**src/rtl/clkctl_pkg.sv**
```systemverilog
package clkctl_pkg;

  localparam int DATA_W    = 8;
  localparam int RATIO_W   = 2;
  localparam logic [DATA_W-1:0] UNLOCK_KEY = 8'h96;

  typedef struct packed {
    logic [RATIO_W-1:0] ratio;
    logic               presc_on;
    logic               cpu_hs;
    logic               hs_run;
    logic               ls_run;
  } clk_fields_t;

  localparam clk_fields_t FIELDS_RST = '{
    ratio:    '0,
    presc_on: 1'b1,
    cpu_hs:   1'b1,
    hs_run:   1'b1,
    ls_run:   1'b1
  };

  function automatic clk_fields_t unpack_ctl(input logic [DATA_W-1:0] d);
    clk_fields_t f;
    f.ratio    = d[7:6];
    f.presc_on = d[5];
    f.cpu_hs   = d[2];
    f.hs_run   = d[1];
    f.ls_run   = d[0];
    return f;
  endfunction

  function automatic logic [DATA_W-1:0] pack_ctl(input clk_fields_t f);
    logic [DATA_W-1:0] d;
    d      = '0;
    d[7:6] = f.ratio;
    d[5]   = f.presc_on;
    d[2]   = f.cpu_hs;
    d[1]   = f.hs_run;
    d[0]   = f.ls_run;
    return d;
  endfunction

endpackage

```
**src/rtl/clkctl_key_guard.sv**
```systemverilog
module clkctl_key_guard #(
  parameter int DW = 8,
  parameter logic [DW-1:0] KEY = 8'h96
) (
  input  logic          clk,
  input  logic          rst_n,
  input  logic          we,
  input  logic [DW-1:0] wdata,
  output logic [DW-1:0] key_q,
  output logic          unlocked
);

  logic [DW-1:0] key_d;

  always_comb begin
    key_d = key_q;
    if (we) key_d = wdata;
  end

  always_ff @(posedge clk or negedge rst_n) begin
    if (!rst_n) key_q <= '0;
    else        key_q <= key_d;
  end

  assign unlocked = (key_q == KEY);

  a_r2_key_unlocks: assert property (@(posedge clk) disable iff (!rst_n)
    (we && wdata == KEY) |=> unlocked);

  a_r3_other_relocks: assert property (@(posedge clk) disable iff (!rst_n)
    (we && wdata != KEY) |=> !unlocked);

  a_r3_guard_holds: assert property (@(posedge clk) disable iff (!rst_n)
    !we |=> $stable(key_q));

endmodule

```
**src/rtl/clkctl_fields.sv**
```systemverilog
module clkctl_fields
  import clkctl_pkg::*;
(
  input  logic              clk,
  input  logic              rst_n,
  input  logic              we,
  input  logic              unlocked,
  input  logic [DATA_W-1:0] wdata,
  output clk_fields_t       fields_q,
  output logic              reject_q
);

  clk_fields_t fields_d;
  logic        accept;
  logic        reject_d;

  always_comb begin
    accept   = we && unlocked;
    reject_d = we && !unlocked;
    fields_d = fields_q;
    if (accept) fields_d = unpack_ctl(wdata);
  end

  always_ff @(posedge clk or negedge rst_n) begin
    if (!rst_n) begin
      fields_q <= FIELDS_RST;
      reject_q <= 1'b0;
    end else begin
      fields_q <= fields_d;
      reject_q <= reject_d;
    end
  end

  a_r4_locked_hold: assert property (@(posedge clk) disable iff (!rst_n)
    (we && !unlocked) |=> $stable(fields_q));

  a_r5_reject_set: assert property (@(posedge clk) disable iff (!rst_n)
    (we && !unlocked) |=> reject_q);

  a_r5_reject_clear: assert property (@(posedge clk) disable iff (!rst_n)
    !(we && !unlocked) |=> !reject_q);

  a_r2_accept_store: assert property (@(posedge clk) disable iff (!rst_n)
    (we && unlocked) |=> (fields_q.ratio == $past(wdata[7:6])));

endmodule

```
**src/rtl/clkctl_sysdiv.sv**
```systemverilog
module clkctl_sysdiv #(
  parameter int RW = 2
) (
  input  logic          clk,
  input  logic          rst_n,
  input  logic [RW-1:0] ratio,
  output logic          clk_en
);

  localparam int CNT_W = (1 << RW) - 1;

  logic [CNT_W-1:0] cnt_q, cnt_d;
  logic [RW-1:0]    act_q, act_d;
  logic [CNT_W-1:0] lim;
  logic             boundary;

  always_comb begin
    lim = '0;
    for (int i = 0; i < CNT_W; i++) begin
      if (i < int'(act_q)) lim[i] = 1'b1;
    end
    boundary = (cnt_q == lim);
    cnt_d    = cnt_q + 1'b1;
    act_d    = act_q;
    if (boundary) begin
      cnt_d = '0;
      act_d = ratio;
    end
  end

  always_ff @(posedge clk or negedge rst_n) begin
    if (!rst_n) begin
      cnt_q <= '0;
      act_q <= '0;
    end else begin
      cnt_q <= cnt_d;
      act_q <= act_d;
    end
  end

  assign clk_en = (cnt_q == '0);

  a_r9_ratio_held_midperiod: assert property (@(posedge clk) disable iff (!rst_n)
    !boundary |=> $stable(act_q));

  a_r8_wrap_to_pulse: assert property (@(posedge clk) disable iff (!rst_n)
    boundary |=> clk_en);

  a_r8_no_pulse_midperiod: assert property (@(posedge clk) disable iff (!rst_n)
    !boundary |=> !clk_en);

endmodule

```
**src/rtl/clkctl_top.sv**
```systemverilog
module clkctl_top
  import clkctl_pkg::*;
#(
  parameter int DW = DATA_W,
  parameter int RW = RATIO_W,
  parameter logic [DW-1:0] KEY = UNLOCK_KEY
) (
  input  logic          clk,
  input  logic          rst_n,
  input  logic          wr_en,
  input  logic          addr,
  input  logic [DW-1:0] wdata,
  output logic [DW-1:0] rdata,
  output logic [RW-1:0] div_sel,
  output logic          presc_on,
  output logic          cpu_src_hs,
  output logic          hs_osc_en,
  output logic          ls_osc_en,
  output logic          wr_reject,
  output logic          cpu_clk_en
);

  localparam logic ADDR_CTL   = 1'b0;
  localparam logic ADDR_GUARD = 1'b1;

  logic [DW-1:0] key_q;
  logic          unlocked;
  clk_fields_t   fields;
  logic          guard_we, ctl_we;

  assign guard_we = wr_en && (addr == ADDR_GUARD);
  assign ctl_we   = wr_en && (addr == ADDR_CTL);

  clkctl_key_guard #(.DW(DW), .KEY(KEY)) u_guard (
    .clk      (clk),
    .rst_n    (rst_n),
    .we       (guard_we),
    .wdata    (wdata),
    .key_q    (key_q),
    .unlocked (unlocked)
  );

  clkctl_fields u_fields (
    .clk      (clk),
    .rst_n    (rst_n),
    .we       (ctl_we),
    .unlocked (unlocked),
    .wdata    (wdata),
    .fields_q (fields),
    .reject_q (wr_reject)
  );

  clkctl_sysdiv #(.RW(RW)) u_div (
    .clk    (clk),
    .rst_n  (rst_n),
    .ratio  (fields.ratio),
    .clk_en (cpu_clk_en)
  );

  always_comb begin
    if (addr == ADDR_GUARD) rdata = key_q;
    else                    rdata = pack_ctl(fields);
  end

  assign div_sel    = fields.ratio;
  assign presc_on   = fields.presc_on;
  assign cpu_src_hs = fields.cpu_hs;
  assign hs_osc_en  = fields.hs_run;
  assign ls_osc_en  = fields.ls_run;

  a_r6_reserved_zero: assert property (@(posedge clk) disable iff (!rst_n)
    (addr == ADDR_CTL) |-> (rdata[4:3] == 2'b00));

  a_r3_guard_write_no_reject: assert property (@(posedge clk) disable iff (!rst_n)
    guard_we |=> !wr_reject);

endmodule

```
**config.mk**
```make
export PLATFORM = sky130hd
export DESIGN_NAME = clkctl_top
export DESIGN_NICKNAME = d
export VERILOG_FILES = /design/src/rtl/clkctl_pkg.sv /design/src/rtl/clkctl_key_guard.sv /design/src/rtl/clkctl_fields.sv /design/src/rtl/clkctl_sysdiv.sv /design/src/rtl/clkctl_top.sv
export SDC_FILE = /design/constraint.sdc
export NUM_CORES = 1
export LEC_CHECK = 0
export ABC_CLOCK_PERIOD_IN_PS = 1900
export CORE_MARGIN = 4
export CORE_UTILIZATION = 47
export DETAILED_ROUTE_END_ITERATION = 10
export GPL_TIMING_DRIVEN = 0
export PLACE_DENSITY = 0.78
export SLEW_MARGIN = 20
export SYNTH_ARGS = -nofsm -noshare
export SYNTH_HDL_FRONTEND = slang
export SYNTH_SLANG_ARGS = --single-unit
```
**constraint.sdc**
```tcl
create_clock -name clk -period 1.9 [get_ports clk]
set_input_delay 0.38 -clock clk [delete_from_list [all_inputs] [get_ports clk]]
set_output_delay 0.38 -clock clk [all_outputs]
set_load 0.05 [all_outputs]
```
# After elaboration in Yosys (flattened, before gate mapping)
# Index checks and enable logic that the tools add are counted.
# Widths: inputs -> output; s select.
totals:
  register_bits: 20
  wordCells: 27
  inputBits: 12
  out_inout_bits: 16
op_classes:
  n_reduce_logical: 6
  order_cmp: 3
  n_addsub: 1
  n_eq_ne: 2
  muxes: 5
  n_bitwise: 1
op_table:
  columns: ["cell", "n"]
  rows:
  - ["$eq 8x8->1 const B", 1]
  - ["$mux 8", 1]
  - ["$logic_and 1x1->1", 4]
  - ["$lt 1x2->1 const A", 2]
  - ["$add 3x1->3 const B", 1]
  - ["$eq 3x3->1", 1]
  - ["$logic_not 3->1", 1]
  - ["$mux 1", 3]
  - ["$mux 3", 1]
  - ["$lt 2x2->1 const A", 1]
  - ["$logic_not 1->1", 1]
  - ["$not 1->1", 1]

# Logic depth before layout (Yosys ltp)
# Gate-level depths: netlist of run 1.
logic_depth:
  word_depth: 4
  ltp_mapped: 5

# By module
# From an unflattened synthesis of run 1, not the netlist that was laid out.
hier_totals:
  cells_unflattened: 87
  area_unflattened_um2: 1163.6
by_module_without_submodules:
  columns: ["module", "cells_per_inst", "seq_area_each_um2", "area_each_um2", "instances"]
  rows:
  - ["clkctl_sysdiv", 41, 125.1, 382.9, 1]
  - ["clkctl_key_guard", 20, 200.2, 357.8, 1]
  - ["clkctl_fields", 15, 180.2, 290.3, 1]
  - ["clkctl_top", 11, 0.0, 132.6, 1]

# Worst setup path before layout of run 1
# Ideal clock, no wire load.
synth_timing:
  kind: "register to output"
  startpoint: "reg u_fields.fields_q[4] (netlist bit)"
  endpoint: "out rdata[6]"
  n_path_buf: 0
  slack_ns: -0.346
  required_time_ns: 1.520
  path_stages_with_launch: 3
  t_arrival_ns: 1.866
  cell_sequence: "dfrtp_1 inv_1 o21ai_0"
synth_via:
  elab_chain_cells: 1
synth_lines:
  columns: ["item", "line_no", "source"]
  rows:
  - ["start, declared", "clkctl_fields.sv:9", "output clk_fields_t fields_q,"]
  - ["start signal, assigned", "clkctl_fields.sv:29", "fields_q <= fields_d;"]
  - ["$mux 8", "clkctl_top.sv:61", "if (addr == ADDR_GUARD) rdata = key_q;"]
  - ["end, declared", "clkctl_top.sv:13", "output logic [DW-1:0] rdata,"]
# No other way between the ends.

# Final worst setup path of run 1
layout_timing:
  startpoint: "reg u_fields.reject_q"
  endpoint: "out wr_reject"
layout_lines:
  columns: ["item", "line_no", "source"]
  rows:
  - ["start, declared", "clkctl_fields.sv:10", "output logic reject_q"]
  - ["start signal, assigned", "clkctl_fields.sv:30", "reject_q <= reject_d;"]
  - ["end, declared", "clkctl_top.sv:19", "output logic wr_reject,"]
# No word-level cell between the ends.

==> metrics.txt, run 1 <==
design area around 1400 um2; Worst Path Required 1520 ps; delay of the slowest critical-path stage just under 800 ps; # placed instances between 100 and 150; worst path arrival time 1430 ps; number of buffers and inverters on the critical path 1; GR Layer Usage met2 between 20% and 30%; worst clock skew about 7.4 ps; routability cong. 0.758; Area growth syn-to-layout 31.9%; Die Height around 55 um; insertion delay to the later sink of the worst-skew pair approximately 300 ps; Peak Freq 0.554 GHz; leading area contributor after synthesis sky130_fd_sc_hd__dfrtp_1; # DRC 0; wire length after detailed routing 2190 um; type of destination of the critical path primary output; post-synth design cell area approximately 1000 um2; async set or reset register ratio after synthesis 100%; CTS max path bufs 2; vias in the first global route between 700 and 800; Final Slew Violations 0; worst reg2reg path startpoint u_guard.key_q[6]$_DFFE_PN0P_; clock root buffer sky130_fd_sc_hd__clkbuf_4; portion of total power attributed to the clock network ~15%; unrepaired setup endpoints after global routing no; net switching power around 0.55 mW; sequential-to-total area share from yosys stat between 40% and 50%; flip-flop and latch count after synthesis 20; leakage ~0.63 nW; largest cells by area after synthesis sky130_fd_sc_hd__dfrtp_1, sky130_fd_sc_hd__mux2_2, sky130_fd_sc_hd__dfstp_2; number of enable-type register cells in the synthesized netlist 0; Worst slew margin between 40% and 50%; pin slew with the least headroom to its limit about 870 ps; CTS HTree Levels 1; proportion of layout cells with a drive suffix above 1 36.8%; number of sinks handled by clock tree synthesis 20; internal power component 0.829 mW; final critical path time including I/O delays and setup between 1500 and 2000 ps; proportion of power drawn by flip-flops and latches 43.8%; leading post-synthesis cells by instance count sky130_fd_sc_hd__dfrtp_1, sky130_fd_sc_hd__mux2_2, sky130_fd_sc_hd__mux2_4; count of unique library cells instantiated by Yosys 30; startpoint type of the worst setup path flop; area inside the core boundary a little over 2000 um2; DP Wirelength around 1600 um; total of warnings raised by yosys 0; total count of hold-check failures in the final report 0; number of cells produced by synthesis 85; power density over the cells 1010 nW/um2; Setup Crit Path Kind flop to primary output; vias after detailed routing roughly 780; number of non-filler instances in the completed layout around 140; final clock period utilization by the worst path a little over nine tenths; quantity of I/O buffers inserted on ports 27; Hold WC Path Type flop to flop; relative contribution of combinational cells to total power 41.1%; num ports 28; origin of the worst min-delay path u_guard.key_q[0]$_DFFE_PN0P_; final setup fails 0; family of cells with the greatest summed delay on the critical path buffers and inverters; switching part of the total power between 40 and 50%; most heavily used metal layer in global routing met2; starting DRC count in detailed routing 15; post-synth net total 99; critical path fanouts, max 1; M1 GR Usage 20.9%; count of standard-cell rows 16; status finished clean; maximum VDD drop between 0.0006 and 0.0007 V; most frequently used flop master after synthesis sky130_fd_sc_hd__dfrtp_1; overall routing resource usage 16.5%; die boundary width 54.9 um; TritonCTS clock tree yes; Hold Buf Count CTS 0; placed inst area roughly 1300 um2; drt via density 5.43; antenna diode count 0; net count of the finished layout 132; number of buffers created by CTS 3; met3 Track Usage GR under 10%; pre-CTS setup slack -810 ps; post-synthesis average cell area between 10 and 15 um2; fraction of synthesized cell area taken by the top area cell type around two fifths; antenna violations before repair 0; GRT overflow 0; drt pass-1 iters 4; smallest hold slack ~530 ps; series of cell instances along the critical path clkdlybuf4s50_1; clock transition at the registers of the reported paths 100 ps; effective utilization at floorplan a little over 50%; remaining antenna violation count after routing 0; cell at the slowest stage of the critical path sky130_fd_sc_hd__clkdlybuf4s50_1; critical path launch point u_fields.reject_q$_DFF_PN0_; Die ar. between 3000 and 4000 um2; crit path setup slack, layout approximately 94 ps; top-count cell post-synth sky130_fd_sc_hd__dfrtp_1; maxcap violations 0; share of the core filled with cells 67.5%; maximum number of pins on one net before global-route repair 21; first-pass GRT wire length roughly 3400 um; WL/cell roughly 15 um
## what timing repair did
item | 4_1_cts | 5_1_grt
endpoints found under the setup margin | 15 | 1
gates resized for setup | 52 | 1
cloned | 1 | 0
buffers inserted | 1 | 0
## layout by cell type (no fill, tap or decap), drive strengths merged
cell type and count:
or2 1, and2 2, o21ai 3, or3 1, o221a 1, dlygate4sd2 7
nor3 1, dfrtp 16, mux2 20, o22ai 1, o221ai 1, a21oi 3
nand2b 1, o41ai 1, buf 8, nand4bb 1, dfstp 4, a21boi 1
nor2b 2, or4 1, xor2 1, ha 2, a31oi 1, clkdlybuf4s15 3
clkbuf 7, nor2 4, o31ai 1, clkdlybuf4s50 11, nand2 5, a2111oi 1
and4b 1, inv 4
## sequential cells by signal, summed over array words and instances, names as in the netlist
register,cells
u_fields.reject_q,1
u_fields.fields_q,6
u_guard.key_q,8
u_div.cnt_q,3
u_div.act_q,2
## per-layer routing
layer	routed length [um]	part of all wire (%)
met3	134	6.1
met1	920	42
met4	48	2.2
met5	0	0
met2	1080	49
## power groups by stage
stage | sequential (mW) | clock [mW] | combinational (mW)
floorplan | 0.601 | 0 | 0.402
global placement | 0.603 | 0 | 0.557
detailed placement | 0.611 | 0 | 0.574
CTS | 0.604 | 0.219 | 0.579
global route | 0.615 | 0.235 | 0.618
finish | 0.605 | 0.209 | 0.568
## kinds of logic after synthesis
group	count (synthesis)	share of synthesized area [%]
compound gates	14	9.19
xor+xnor	1	0.847
fa+ha+maj	2	2.42
buf+inv	8	3.63
flops	20	48.9
mux	20	23.9
simple gates	20	11.1
## through the flow
step	power, mW	setup TNS, ps
floorplan	1.00	0
global placement	1.16	-8170
detailed placement	1.19	-8100
CTS	1.40	0
global route	1.47	0
finish	1.38	0
## path summary, 6_finish.rpt
check                                                        end  slack, ps  cells after the start
max in group asynchronous               u_div.cnt_q[1]$_DFF_PN0_        760                      1
min in group asynchronous               u_div.cnt_q[2]$_DFF_PN0_        560                      1
worst max-delay path                                   wr_reject         90                      1
worst max register to register  u_fields.fields_q[4]$_DFFE_PN0P_        130                      4
worst min register to register      u_guard.key_q[0]$_DFFE_PN0P_        530                      1
worst min-delay path                u_guard.key_q[0]$_DFFE_PN0P_        530                      1
## cell type report
class / count / area (um2)
Clock buffer: 4 / 26.3
Tap cell: 27 / 33.8
Sequential cell: 20 / 508
Buffer: 3 / 28.8
Inverter: 4 / 15.0
Timing Repair Buffer: 29 / 262
Fill cell: 173 / 657
Multi-Input combinational cell: 57 / 492
No activity file was read; power rests on OpenSTA's default activity.
==> run 2, diff against run 1 <==
- REMOVE_ABC_BUFFERS: not set -> 1
==> run 2 against run 1 <==
Clock power decreased by 3%. Cell count down 3.5%. Total power decreased by 0.94%. Maximum frequency down 2.8%. Setup slack lost 53 ps. Clock skew decreased by 4.3 ps. Critical path depth grew 2.
==> metrics.txt, run 2 (synthesized netlist as in run 1, its figures left out) <==
status finished clean; crit path setup slack, layout 41.6 ps; GRT overflow 0; series of cell instances along the critical path clkdlybuf4s15_2, mux2_2, dlygate4sd2_1; DP Wirelength 1630 um; number of instances on the worst hold path 1; routability cong. approximately 0.7; final setup fails 0; quantity of I/O buffers inserted on ports 27; insertion delay to the later sink of the worst-skew pair approximately 300 ps; end point of the worst hold path u_guard.key_q[3]$_DFFE_PN0P_; Worst Path Required approximately 1500 ps; Reg2Reg Depth 3; worst reg2reg path startpoint u_guard.key_q[6]$_DFFE_PN0P_; leakage ~0.6 nW; drt via density 5.48; drt pass-1 iters 3; pre-CTS setup slack -676 ps; type of destination of the critical path primary output; number of flip-flops under the largest register name 8; TritonCTS clock tree yes; capturing point of the worst reg2reg path u_fields.fields_q[4]$_DFFE_PN0P_; CTS max path bufs 2; unrepaired setup endpoints after global routing no; power density over the cells roughly 1000 nW/um2; effective utilization at floorplan 51.2%; Setup Crit Path Kind input pin to primary output; smallest hold slack roughly 520 ps; origin of the worst min-delay path u_guard.key_q[3]$_DFFE_PN0P_; maximum number of pins on one net before global-route repair 21; net count of the finished layout ~130; Largest regs u_guard.key_q (8), u_fields.fields_q (6), u_div.cnt_q (3); delay of the slowest critical-path stage approximately 420 ps; number of buffers and inverters on the critical path 2; maximum VDD drop between 0.0005 and 0.0006 V; worst path arrival time 1480 ps; num ports 28; proportion of layout cells with a drive suffix above 1 34.8%; Worst slew margin a little over two fifths; register containing the most flip-flops in the final layout u_guard.key_q; Hold WC Path Type flop to flop; Die Height around 55 um; area inside the core boundary about 2000 um2; cell at the slowest stage of the critical path sky130_fd_sc_hd__dlygate4sd2_1; number of sinks handled by clock tree synthesis 20; final clock period utilization by the worst path between 90% and 100%; wire length after detailed routing approximately 2200 um; total count of hold-check failures in the final report 0; final critical path time including I/O delays and setup 1860 ps; CTS HTree Levels 1; antenna diode count 0; die boundary width around 55 um; starting DRC count in detailed routing 1; total power draw roughly 1.4 mW; Die ar. about 3000 um2; Area growth syn-to-layout 28.3%; family of cells with the greatest summed delay on the critical path buffers and inverters; vias in the first global route roughly 810; first-pass GRT wire length 3600 um; startpoint type of the worst setup path input pin; vias after detailed routing between 700 and 800; clock root buffer sky130_fd_sc_hd__clkbuf_4; top library cells by usage in the layout, fill and taps aside sky130_fd_sc_hd__mux2_2, sky130_fd_sc_hd__dfrtp_1, sky130_fd_sc_hd__clkdlybuf4s50_1; count of standard-cell rows 16; Final Slew Violations 0; reg-to-reg slack, setup between 150 and 200 ps; pin slew with the least headroom to its limit about 870 ps; WL/cell around 16 um; # DRC 0; critical path fanouts, max 11; maxcap violations 0; antenna violations before repair 0; number of buffers created by CTS 3; clock transition at the registers of the reported paths between 100 and 150 ps; Peak Freq ~0.54 GHz; worst clock skew 3.04 ps; overall routing resource usage 17.1%; remaining antenna violation count after routing 0
==> run 2: changes by cell type in the layout (fill, tap and decap cells not counted), sizes merged <==
cell           before  now
buf                 8    2
clkbuf              7    5
dlygate4sd2         7    9
clkdlybuf4s15       3    4
==> run 2: worst max path at each step <==
stage                                          start  endpoint  depth (start not counted)
floorplan           u_fields.fields_q[4]$_DFFE_PN0P_  rdata[6]                          2
global placement                                addr  rdata[0]                          3
detailed placement                              addr  rdata[0]                          3
CTS                 u_fields.fields_q[2]$_DFFE_PN1P_  rdata[2]                          2
global route                                    addr  rdata[7]                          3
finish                                          addr  rdata[7]                          3
==> run 2: where the power goes <==
group	total [mW]	leakage, nW	switching (mW)	internal [mW]
sequential	0.610	0.233	0.0996	0.511
combinational	0.556	0.367	0.326	0.230
clock	0.202	0.0138	0.128	0.0740
total	1.37	0.613	0.554	0.815
==> run 2: per-stage QoR <==
stage / TNS, ps / cells / area, um2 / utilization, %
6_report: 0 / 139 / 1330 / 65.7
2_1_floorplan: -346 / 81 / 1010 / -
5_1_grt: 0 / 139 / 1330 / 65.7
3_3_place_gp: -7330 / 135 / 1320 / 65.1
3_5_place_dp: -7140 / 135 / 1320 / 65.1
4_1_cts: 0 / 139 / 1340 / 66.3
==> run 2: metal layers <==
metal  wire [um]  global-route usage, %
met5           0                      0
met3         110                   4.83
met4          67                   9.72
met2        1080                   27.2
met1         897                   20.8
==> run 2: timing repair <==
item / 4_1_cts / 5_1_grt
resized for setup: 29 / 6
setup endpoints to repair: 17 / 3
cloned: 0 / 0
hold buffers: 0 / 0
buffers inserted: 1 / 0
==> run 2: layout make-up <==
cell class / count / area [um2]
Fill cell: 174 / 694
Sequential cell: 20 / 508
Multi-Input combinational cell: 57 / 492
Timing Repair Buffer: 28 / 256
Tap cell: 27 / 33.8
Clock buffer: 3 / 22.5
Inverter: 4 / 15.0
==> run 3, diff against run 2 <==
- SETUP_SLACK_MARGIN: not set -> 0.5
==> run 3 against run 2 <==
Sequential cell count stayed put. Setup slack better by 210 ps. Register-to-register slack better by 80 ps. Sequential share of layout area is 4.6 points lower. Largest power group is now combinational logic. Wire length is 12% higher. Critical endpoint is now rdata[0].
==> metrics.txt, run 3 (synthesized netlist as in run 1, its figures left out) <==
startpoint type of the worst setup path flop; wire length after detailed routing roughly 2400 um; Die Height 54.9 um; status finished clean; Hold Buf Count CTS 0; first-pass GRT wire length around 3700 um; die boundary width roughly 55 um; Setup Crit Path Kind flop to primary output; most common library cell in the layout ignoring fill and taps sky130_fd_sc_hd__dfrtp_1; antenna violations before repair 0; Peak Freq between 0.6 and 0.7 GHz; antenna diode count 0; starting DRC count in detailed routing 3; pre-CTS setup slack -676 ps; routability cong. 0.707; WL/cell roughly 16 um; drt pass-1 iters 2; number of non-filler instances in the completed layout roughly 150; number of instances on the worst hold path 3; num ports 28; pin slew with the least headroom to its limit around 880 ps; DP Wirelength between 1500 and 2000 um; leakage 0.683 nW; unrepaired setup endpoints after global routing yes; quantity of I/O buffers inserted on ports 27; total count of hold-check failures in the final report 0; final clock period utilization by the worst path about 87%; final critical path time including I/O delays and setup 1650 ps; clock root buffer sky130_fd_sc_hd__clkbuf_4; Die ar. roughly 3000 um2; # DRC 0; number of flip-flops under the largest register name 8; number of sinks handled by clock tree synthesis 20; proportion of layout cells with a drive suffix above 1 a little under three fifths; total power draw 1.57 mW; TritonCTS clock tree yes; power density over the cells 1040 nW/um2; Hold WC Path Type input pin to flop; critical path fanouts, max 3; worst clock skew about 2.3 ps; share of the core filled with cells between 70% and 80%; maximum number of pins on one net before global-route repair 21; register containing the most flip-flops in the final layout u_guard.key_q; CTS max path bufs 2; count of standard-cell rows 16; top library cells by usage in the layout, fill and taps aside sky130_fd_sc_hd__dfrtp_1, sky130_fd_sc_hd__mux2_2, sky130_fd_sc_hd__buf_6; final setup fails 0; worst path arrival time about 1300 ps; Largest regs u_guard.key_q (8), u_fields.fields_q (6), u_div.cnt_q (3); insertion delay to the later sink of the worst-skew pair 300 ps; area inside the core boundary slightly above 2000 um2; type of destination of the critical path primary output; maximum VDD drop 0.000575 V; clock transition at the registers of the reported paths 110 ps; # placed instances about 140; smallest hold slack around 490 ps; net count of the finished layout between 100 and 150; Final Slew Violations 0; maxcap violations 0; Worst Path Required between 1500 and 2000 ps; Reg2Reg Depth 3; Worst slew margin about two fifths; vias in the first global route approximately 820; number of buffers created by CTS 3; vias after detailed routing 811; drt via density 5.48; remaining antenna violation count after routing 0; overall routing resource usage 17.6%; effective utilization at floorplan 51.2%; GRT overflow 0; Area growth syn-to-layout 45.8%; crit path setup slack, layout 253 ps; CTS HTree Levels 1
## run 3: changes by cell type in the layout (fill, tap and decap cells not counted), sizes merged
cell / change
clkdlybuf4s50: -2
clkdlybuf4s15: -4
buf: +23
dlygate4sd2: -8
## run 3: path summary, 6_finish.rpt
kind | slack, ps | to | startpoint
min in group asynchronous | 560 | u_div.act_q[1]$_DFFE_PN0N_ | rst_n
setup / recovery | 250 | rdata[0] | u_fields.fields_q[0]$_DFFE_PN1P_
hold reg to reg | 530 | u_guard.key_q[3]$_DFFE_PN0P_ | u_guard.key_q[3]$_DFFE_PN0P_
max in group asynchronous | 730 | u_div.cnt_q[1]$_DFF_PN0_ | rst_n
setup reg to reg | 260 | u_fields.fields_q[4]$_DFFE_PN0P_ | u_guard.key_q[3]$_DFFE_PN0P_
hold / removal | 490 | u_fields.reject_q$_DFF_PN0_ | wr_en
## run 3: final cells by class
class                   count  area [um2]
fillers                   146         513
flip-flops and latches     20         508
multi-input cells          57         543
inverters                   4        15.0
well taps                  27        33.8
clock buffers               3        22.5
repair buffers             37         387
## run 3: timing repair
item,4_1_cts,5_1_grt
buffers inserted,4,6
setup endpoints to repair,30,23
pin swaps,2,2
resized for setup,126,18
## run 3: power by group
part           leakage, nW  internal [mW]  switching [mW]
logic                0.436          0.356           0.405
clock network       0.0138         0.0740           0.130
registers            0.233          0.511          0.0977
total                0.683          0.941           0.632
## run 3: routing by layer
metal,GRT usage [%],routed length [um],vias to the layer above
met5,0,0,-
met4,8.50,48,0
met3,5.36,115,7
met2,28.9,1310,20
met1,20.8,932,407
li1,-,-,377
## run 3: per-stage QoR
step	setup TNS, ps	cell area, um2
after detailed placement	-7140	1320
after global routing	0	1510
after floorplan	-346	1010
final	0	1510
after CTS	0	1400
after global placement	-7330	1320
## run 3: critical path, stage by stage, from the launching register on
cell and delay [ps]:
sky130_fd_sc_hd__dfstp_2 590, sky130_fd_sc_hd__mux2_2 160, sky130_fd_sc_hd__clkbuf_4 220
